`src/rtl/wtc_pkg.sv`:
```
package wtc_pkg;

  typedef enum logic [1:0] {
    ACT_NONE = 2'd0,
    ACT_SET  = 2'd1,
    ACT_CLR  = 2'd2,
    ACT_TGL  = 2'd3
  } act_e;

  // control-to-datapath strobes
  typedef struct packed {
    logic run;       // counting allowed (enabled and started)
    logic clear;     // force counter to zero
    logic preClear;  // restart prescaler
  } dp_strobe_t;

  function automatic logic applyAct(act_e a, logic cur);
    case (a)
      ACT_SET: return 1'b1;
      ACT_CLR: return 1'b0;
      ACT_TGL: return ~cur;
      default: return cur;
    endcase
  endfunction

endpackage

```
`src/rtl/wtc_datapath.sv`:
```
module wtc_datapath
  import wtc_pkg::*;
#(
  parameter int CNT_W = 16,
  parameter int PRE_W = 3
) (
  input  logic             clk,
  input  logic             rstN,
  input  dp_strobe_t       strobe,
  input  logic [1:0]       clkSel,
  input  logic [CNT_W-1:0] ra,
  input  logic [CNT_W-1:0] rb,
  input  logic [CNT_W-1:0] rc,
  output logic [CNT_W-1:0] cnt,
  output logic             tick,
  output logic             matchA,
  output logic             matchB,
  output logic             matchC
);

  logic [PRE_W-1:0] preCnt;
  logic [PRE_W-1:0] preMask;
  logic             divTick;

  always_comb begin
    preMask = PRE_W'((32'd1 << clkSel) - 32'd1);
    divTick = (preCnt & preMask) == preMask;
    tick    = strobe.run && divTick;
    matchA  = tick && (cnt == ra);
    matchB  = tick && (cnt == rb);
    matchC  = tick && (cnt == rc);
  end

  always_ff @(posedge clk or negedge rstN) begin
    if (!rstN) begin
      preCnt <= '0;
    end else if (strobe.preClear) begin
      preCnt <= '0;
    end else if (strobe.run) begin
      preCnt <= preCnt + 1'b1;
    end
  end

  always_ff @(posedge clk or negedge rstN) begin
    if (!rstN) begin
      cnt <= '0;
    end else if (strobe.clear) begin
      cnt <= '0;
    end else if (tick) begin
      cnt <= cnt + 1'b1;
    end
  end


  cnt_hold_chk: assert property (@(posedge clk) disable iff (!rstN)
    (!strobe.clear && !tick) |=> $stable(cnt));


  cnt_clear_chk: assert property (@(posedge clk) disable iff (!rstN)
    strobe.clear |=> (cnt == '0));

endmodule

```
`src/rtl/wtc_ctrl.sv`:
```
module wtc_ctrl
  import wtc_pkg::*;
(
  input  logic       clk,
  input  logic       rstN,
  input  logic       clkEn,
  input  logic       clkDis,
  input  logic       swTrg,
  input  logic       syncIn,
  input  logic [1:0] extSel,
  input  logic [1:0] extEdge,
  input  logic       extTrigEn,
  input  logic       rcTrigEn,
  input  logic       rcStop,
  input  logic       rcDisable,
  input  logic [7:0] actA,
  input  logic [7:0] actB,
  input  logic [2:0] xcIn,
  input  logic       tiobIn,
  input  logic       matchA,
  input  logic       matchB,
  input  logic       matchC,
  output dp_strobe_t strobe,
  output logic       tioaOut,
  output logic       tiobOut,
  output logic       tiobOe,
  output logic       irqOut
);

  logic       clkOn;
  logic       running;
  logic       srcNow;
  logic       prevSrc;
  logic       extEv;
  logic       swEv;
  logic       trig;
  logic [1:0] outBits;
  logic [1:0] ownMatch;
  logic [7:0] actFld [2];

  always_comb begin
    srcNow = (extSel == 2'd0) ? tiobIn : xcIn[extSel - 2'd1];
    extEv  = (extEdge[0] && !prevSrc && srcNow) ||
             (extEdge[1] && prevSrc && !srcNow);
    swEv   = swTrg || syncIn;
    trig   = swEv || (extEv && extTrigEn);
    strobe.run      = clkOn && running;
    strobe.clear    = trig || (matchC && rcTrigEn);
    strobe.preClear = trig;
  end

  assign ownMatch  = {matchB, matchA};
  assign actFld[0] = actA;
  assign actFld[1] = actB;

  for (genvar o = 0; o < 2; o++) begin : g_out
    act_e sel;
    logic q;
    always_comb begin
      if (swEv && act_e'(actFld[o][7:6]) != ACT_NONE)
        sel = act_e'(actFld[o][7:6]);
      else if (extEv && act_e'(actFld[o][5:4]) != ACT_NONE)
        sel = act_e'(actFld[o][5:4]);
      else if (matchC && act_e'(actFld[o][3:2]) != ACT_NONE)
        sel = act_e'(actFld[o][3:2]);
      else if (ownMatch[o] && act_e'(actFld[o][1:0]) != ACT_NONE)
        sel = act_e'(actFld[o][1:0]);
      else
        sel = ACT_NONE;
    end
    always_ff @(posedge clk or negedge rstN) begin
      if (!rstN) q <= 1'b0;
      else       q <= applyAct(sel, q);
    end
    assign outBits[o] = q;
  end

  assign tioaOut = outBits[0];
  assign tiobOut = outBits[1];
  assign tiobOe  = (extSel != 2'd0);

  always_ff @(posedge clk or negedge rstN) begin
    if (!rstN) begin
      clkOn   <= 1'b0;
      running <= 1'b0;
      prevSrc <= 1'b0;
      irqOut  <= 1'b0;
    end else begin
      prevSrc <= srcNow;
      irqOut  <= matchA || matchB || matchC;
      if (clkDis || (matchC && rcDisable)) clkOn <= 1'b0;
      else if (clkEn)                      clkOn <= 1'b1;
      if (trig)                   running <= 1'b1;
      else if (matchC && rcStop)  running <= 1'b0;
    end
  end


  irq_pulse_chk: assert property (@(posedge clk) disable iff (!rstN)
    (matchA || matchB || matchC) |=> irqOut);


  rc_stop_chk: assert property (@(posedge clk) disable iff (!rstN)
    (matchC && rcStop && !trig) |=> !running);


  sw_prio_chk: assert property (@(posedge clk) disable iff (!rstN)
    (swEv && actA[7:6] == 2'd1) |=> tioaOut);

endmodule

```
`src/rtl/wave_timer_channel.sv`:
```
module wave_timer_channel
  import wtc_pkg::*;
#(
  parameter int CNT_W = 16,
  parameter int PRE_W = 3
) (
  input  logic             clk,
  input  logic             rstN,
  input  logic             clkEn,
  input  logic             clkDis,
  input  logic             swTrg,
  input  logic             syncIn,
  input  logic [1:0]       clkSel,
  input  logic [1:0]       extSel,
  input  logic [1:0]       extEdge,
  input  logic             extTrigEn,
  input  logic             rcTrigEn,
  input  logic             rcStop,
  input  logic             rcDisable,
  input  logic [7:0]       actA,
  input  logic [7:0]       actB,
  input  logic [CNT_W-1:0] ra,
  input  logic [CNT_W-1:0] rb,
  input  logic [CNT_W-1:0] rc,
  input  logic [2:0]       xcIn,
  input  logic             tiobIn,
  output logic             tioaOut,
  output logic             tiobOut,
  output logic             tiobOe,
  output logic             irqOut,
  output logic [CNT_W-1:0] cntOut
);

  dp_strobe_t strobe;
  logic       tick;
  logic       matchA;
  logic       matchB;
  logic       matchC;

  wtc_ctrl u_ctrl (
    .clk(clk), .rstN(rstN), .clkEn(clkEn), .clkDis(clkDis),
    .swTrg(swTrg), .syncIn(syncIn), .extSel(extSel), .extEdge(extEdge),
    .extTrigEn(extTrigEn), .rcTrigEn(rcTrigEn), .rcStop(rcStop),
    .rcDisable(rcDisable), .actA(actA), .actB(actB), .xcIn(xcIn),
    .tiobIn(tiobIn), .matchA(matchA), .matchB(matchB), .matchC(matchC),
    .strobe(strobe), .tioaOut(tioaOut), .tiobOut(tiobOut),
    .tiobOe(tiobOe), .irqOut(irqOut)
  );

  wtc_datapath #(.CNT_W(CNT_W), .PRE_W(PRE_W)) u_dp (
    .clk(clk), .rstN(rstN), .strobe(strobe), .clkSel(clkSel),
    .ra(ra), .rb(rb), .rc(rc), .cnt(cntOut), .tick(tick),
    .matchA(matchA), .matchB(matchB), .matchC(matchC)
  );

endmodule

```
`config.mk`:
```
export PLATFORM = sky130hd
export DESIGN_NAME = wave_timer_channel
export DESIGN_NICKNAME = d
export VERILOG_FILES = /design/src/rtl/wtc_pkg.sv /design/src/rtl/wtc_datapath.sv /design/src/rtl/wtc_ctrl.sv /design/src/rtl/wave_timer_channel.sv
export SDC_FILE = /design/constraint.sdc
export NUM_CORES = 1
export LEC_CHECK = 0
export BUFFER_PORTS_ARGS = -buffer_cell sky130_fd_sc_hd__buf_4
export CAP_MARGIN = 20
export CORE_ASPECT_RATIO = 0.8
export CORE_MARGIN = 10
export CORE_UTILIZATION = 30
export CTS_BUF_LIST = sky130_fd_sc_hd__clkbuf_16
export DETAILED_ROUTE_END_ITERATION = 10
export SLEW_MARGIN = 20
export SYNTH_ARGS = -nofsm -noshare
export SYNTH_HDL_FRONTEND = slang
export SYNTH_SLANG_ARGS = --single-unit
```
`constraint.sdc`:
```
create_clock -name clk -period 4.35 [get_ports clk]
set_input_delay 0.87 -clock clk [delete_from_list [all_inputs] [get_ports clk]]
set_output_delay 0.87 -clock clk [all_outputs]
set_load 0.05 [all_outputs]
```
# Yosys cells after proc, flatten, opt, wreduce, memory -nomap -nowiden

Index checks and enable logic that the tools add are counted.

Flip-flop bits (word level): 25
Output and inout port bits: 20
Logic and storage cells: 94

Add/subtract/negate cells: 4
$lt $le $gt $ge: 1
Eq/ne operators: 10
Shift-type cells: 1
Mux-type cells: 21
Bitwise logic cells: 3
Reduce and logical (&&, ||, !) cells: 46

Operators by type and width:

| operator                                             | number |
|---|---|
| equality test 16 bit                                 | 3 |
| two-way mux 16 bit                                   | 2 |
| nonzero test 2 bit                                   | 13 |
| logical AND 1 bit                                    | 21 |
| adder 16 x 1 -> 16 bit (second input constant)       | 1 |
| two-way mux 2 bit                                    | 8 |
| equality test 2 bit (second input constant)          | 4 |
| logical OR 1 bit                                     | 7 |
| two-way mux 1 bit                                    | 6 |
| two-way mux 3 bit                                    | 2 |
| case mux 1 bit (3 select lines)                      | 2 |
| nonzero test 3 bit                                   | 2 |
| equality test 2 x 1 -> 1 bit (second input constant) | 2 |
| adder 3 x 1 -> 3 bit (second input constant)         | 1 |
| bitwise AND 3 bit                                    | 1 |
| equality test 3 bit                                  | 1 |
| < comparator 2 x 3 -> 1 bit (second input constant)  | 1 |
| << shifter 1 x 2 -> 3 bit (first input constant)     | 1 |
| subtractor 3 x 1 -> 3 bit (second input constant)    | 1 |
| binary-select mux 1 bit (select 2 bit)               | 1 |
| logical NOT 1 bit                                    | 2 |
| logical NOT 2 bit                                    | 1 |
| NOT 1 bit                                            | 2 |
| subtractor 2 x 1 -> 2 bit (second input constant)    | 1 |

# Longest topological paths before layout

Word-level depth: 13
Gate-level depth with buffers: 10
Depth with buffers taken out: 8

# Hierarchy

From an unflattened synthesis, not the netlist that was laid out.

Cell total of the unflattened synthesis: 263
Area total of the unflattened synthesis: 2199.6 um2

Modules (own cells, without submodules):

| module       | instances | cells an instance | area an instance (um2) | seq. area each (um2) |
|---|---|---|---|---|
| wtc_datapath | 1         | 192               | 1679.1                 | 475.5 |
| wtc_ctrl     | 1         | 71                | 520.5                  | 150.1 |

# Worst setup path after synthesis

Ideal clock, no wire load.

Path type: input-to-reg
Start: in extSel[0]
End: reg u_dp.cnt[15]
Arrival: 2952 ps
Slack: 1325 ps
Stages: 9
Buffers on the path: 1
Path through: inv_1 ha_1 mux2i_1 o311ai_2 mux2i_2 a2111oi_4 buf_6 or4_1 a21oi_2

Word-level cells in the longest chain between the ends: 11
Elaborated cells on any way between the ends: 14
Classes of those cells: add/sub (1); mux (4); reduce/logical (9)

RTL lines:

| item                                                     | RTL line                 | text |
|---|---|---|
| from (decl)                                              | wave_timer_channel.sv:14 | `input logic [1:0] extSel,` |
| subtractor 2 x 1 -> 2 bit                                | wtc_ctrl.sv:42           | `srcNow = (extSel == 2'd0) ? tiobIn : xcIn[extSel - 2'd1];` |
| binary-select mux 1 bit (select 2 bit)                   | wtc_ctrl.sv:42           |  |
| two-way mux 1 bit (not written as such)                  | wtc_ctrl.sv:42           |  |
| two-way mux 1 bit *                                      | wtc_ctrl.sv:42           |  |
| via u_ctrl.srcNow                                        | wtc_ctrl.sv:32           | `logic srcNow;` |
| logical NOT 1 bit                                        | wtc_ctrl.sv:44           | `(extEdge[1] && prevSrc && !srcNow);` |
| logical AND 1 bit                                        | wtc_ctrl.sv:44           |  |
| logical OR 1 bit *                                       | wtc_ctrl.sv:43           | `extEv = (extEdge[0] && !prevSrc && srcNow) \|\|` |
| logical AND 1 bit *                                      | wtc_ctrl.sv:46           | `trig = swEv \|\| (extEv && extTrigEn);` |
| logical OR 1 bit *                                       | wtc_ctrl.sv:46           |  |
| logical OR 1 bit *                                       | wtc_ctrl.sv:48           | `strobe.clear = trig \|\| (matchC && rcTrigEn);` |
| two-way mux 16 bit or nonzero test 2 bit (tied branches) | n/a                      |  |
| to (signal assigned)                                     | wtc_datapath.sv:50       | `cnt <= cnt + 1'b1;` |
| to (decl)                                                | wtc_datapath.sv:14       | `output logic [CNT_W-1:0] cnt,` |

The timed path passes the listed nets; every way through them passes the cells marked *. The select of a mux whose other input is x is not followed.
A chain may end at the register's enable or synchronous reset.

# Worst setup path in the final report

Start: in extSel[0]
End: reg u_dp.cnt[10]

Same word-level chain as after synthesis.

==> impl_metrics.toml <==
[clock_tree]
post_cts.repair.setup_buffers = 0
cts_tree = "done"
cts_buffers = 3
clock-root-buffer = "clkbuf_16"
cts_sinks = 25
clockBufferDepth = 2
holdBufCountCts = 0
clock_latency_ns = 0.26
post_cts_resize_count = 0
cts_max_level = 1
clk_pin_slew_ns = 0.06

[setup_path]
ff2ff_path_depth = 5
cp-end-kind = "register"
crit_fanout = 20
timing.rr.start = "u_dp.cnt[8]$_DFFE_PN0P_"
cp.required_ns = 4.52
slowest_stage = "a2111oi_4"
max_stage_delay_ns = 0.90
worstReg2RegEnd = "u_dp.cnt[10]$_DFFE_PN0P_"
startpoint_type = "input pin"
cp_cell_sequence = "buf_4 -> inv_1 -> ha_1 -> mux2i_1 -> o311ai_2 -> mux2i_2 -> a2111oi_4 -> o31ai_1 -> a21oi_1"
crit_type = "input pin to register"
reg2reg_slack_ns = 1.78
cp.arrival_ns = 3.23

[sta]
tightest_slew_ns = 0.927
finalSetupViolCount = 0
fin_crit_ns = 3.05
fmax_mhz = 328
finalHoldViolations = 0
skew_ns = 0.00167
drv_slew = 0
rsz0062_at_grt = "no"
fin_crit_sh_pct = 70.2
fin_setup_tns_ns = 0
max_slew_margin_pct = 38.2

[synthesis]
yosysUniqueCellTypes = 38
seq_area_frac_synth_pct = 30.0
syn_nets = 325
synth_area_per_cell_um2 = 8.76
synthCells = 238
synth-edff-count = 0
synthArstFlopShare_pct = 100
yosysWarnings = 0
synth_area_mm2 = 0.00209
synth_ff_type = "dfrtp_1"
synth.ff_latch_count = 25

[run]
cap_viol_max_count = 0

[power_and_ir_drop]
max-vdd-ir-drop_mv = 0.118
powerDensity_mw_per_mm2 = 207
p_leak_nw = 1.25

[final_layout]
num_antenna_cells = 0
finish.utilization_pct = 43.0
final_common_cell = "buf_4"
drive_gt1_share_pct = 35.4
stdcell_count = 412
nets = 413
syn2layout_area_growth_pct = 40.6
mostFrequentLayoutCells = "buf_4 (104), xnor2_1 (42), dfrtp_1 (25)"

[routing]
via_per_inst = 4.99
routed_wl_mm = 6.94
postRouteAntennaNets = 0
dr.pass1.iters = 4
wl_per_cell_um = 16.8
via_count = 2057
drtIter0Drc = 118
drc_errors = 0

[placement]
numPortBuffers = 103
gp_congestion = 0.760
hpwlAfterDp_mm = 5.74
dp.cells = 408

[floorplanning]
core-area_mm2 = 0.00682
initial_core_util_pct = 30.6
die-area_mm2 = 0.0107
fp.dieH_um = 94.6
rows = 27
ios = 104
die_w_um = 113

[hold_path]
worst_hold_path_type = "input pin to asynchronous set/reset pin"

[global_route]
grt_usage_pct = 12.1
grt_max_degree = 26
antenna_found_initial = 0
grt_pass1_vias = 2142
grt_pass1_wl_mm = 10.6
gr-total-overflow = 0

[outcome]
status = "finished clean"
[state kept, by name (all words and copies together), names as in the netlist]
signal and flops:
u_ctrl.tiobOut 1, u_ctrl.prevSrc 1, u_ctrl.running 1, u_ctrl.clkOn 1
u_ctrl.tioaOut 1, u_dp.cnt 16, u_dp.preCnt 3, u_ctrl.irqOut 1
[critical path, delay by kind of cell]
| family | cells | cell delay [ns] |
|---|---|---|
| buffers and inverters | 2 | 0.13 |
| adder cells (fa/ha/maj) | 1 | 0.32 |
| AO/OA/AOI/OAI | 4 | 1.56 |
| multiplexers | 2 | 0.33 |
[cell type report]
| class | instances | area (um2) |
|---|---|---|
| Sequential cell | 25 | 626 |
| Multi-Input combinational cell | 185 | 1310 |
| Timing Repair Buffer | 104 | 781 |
| Clock inverter | 1 | 5.00 |
| Tap cell | 87 | 109 |
| Fill cell | 668 | 3890 |
| Clock buffer | 3 | 75.1 |
| Inverter | 7 | 26.3 |
[power by group]
group	internal, mW	switching, mW
clock	0.124	0.0799
combinational	0.0862	0.0721
sequential	0.239	0.00669
total	0.449	0.159
[worst max-delay path by stage]
stage                         start                  endpoint  slack (ns)  depth (start not counted)
after floorplan           extSel[0]  u_dp.cnt[15]$_DFFE_PN0P_        1.33                          9
after global placement    extSel[0]  u_dp.cnt[15]$_DFFE_PN0P_        1.08                          9
after detailed placement  extSel[0]  u_dp.cnt[10]$_DFFE_PN0P_        1.01                          9
after CTS                 extSel[0]  u_dp.cnt[10]$_DFFE_PN0P_        1.28                          9
after global routing      extSel[0]   u_dp.cnt[8]$_DFFE_PN0P_        0.99                          9
final                     extSel[0]  u_dp.cnt[10]$_DFFE_PN0P_        1.30                          9
[through the flow]
stage	worst slack [ns]	cell area [um2]	hold WS, ns	total power, mW
after floorplan	1.33	2090	0.494	0.327
after global placement	1.08	2850	0.517	0.408
after detailed placement	1.01	2850	0.533	0.409
after CTS	1.28	2930	0.518	0.613
after global routing	0.991	2930	0.524	0.638
final	1.30	2930	0.506	0.607
[per-layer routing]
layer	global-route usage [%]	vias to the layer above	routed length, um	part of all wire (%)
met5	0	-	0	0
met4	3.06	0	74	1.1
met3	4.06	8	542	7.8
met2	20.2	70	3350	48
met1	14.8	952	2980	43
li1	-	1027	-	-
[cell families after synthesis]
family / synth area share [%]
compound gates: 15.3
xor+xnor: 23.1
fa+ha+maj: 1.80
buf+inv: 7.14
flops: 30.0
mux: 1.14
simple gates: 21.5
[cells in the mapped netlist, drive strengths merged (7+ instances only)]
library cell,number,share of area [%]
xnor2,42,18
a21oi,13,3.8
nand3,13,3.1
o21ai,7,1.7
xor2,13,5.5
nand4,14,4.2
or4,7,2.5
inv,7,1.3
buf,13,4.4
nor2,14,2.5
nand2,13,2.3
o31ai,7,2.5
dfrtp,25,30
clkbuf,8,1.4
Power figures use the tool's default switching activity.
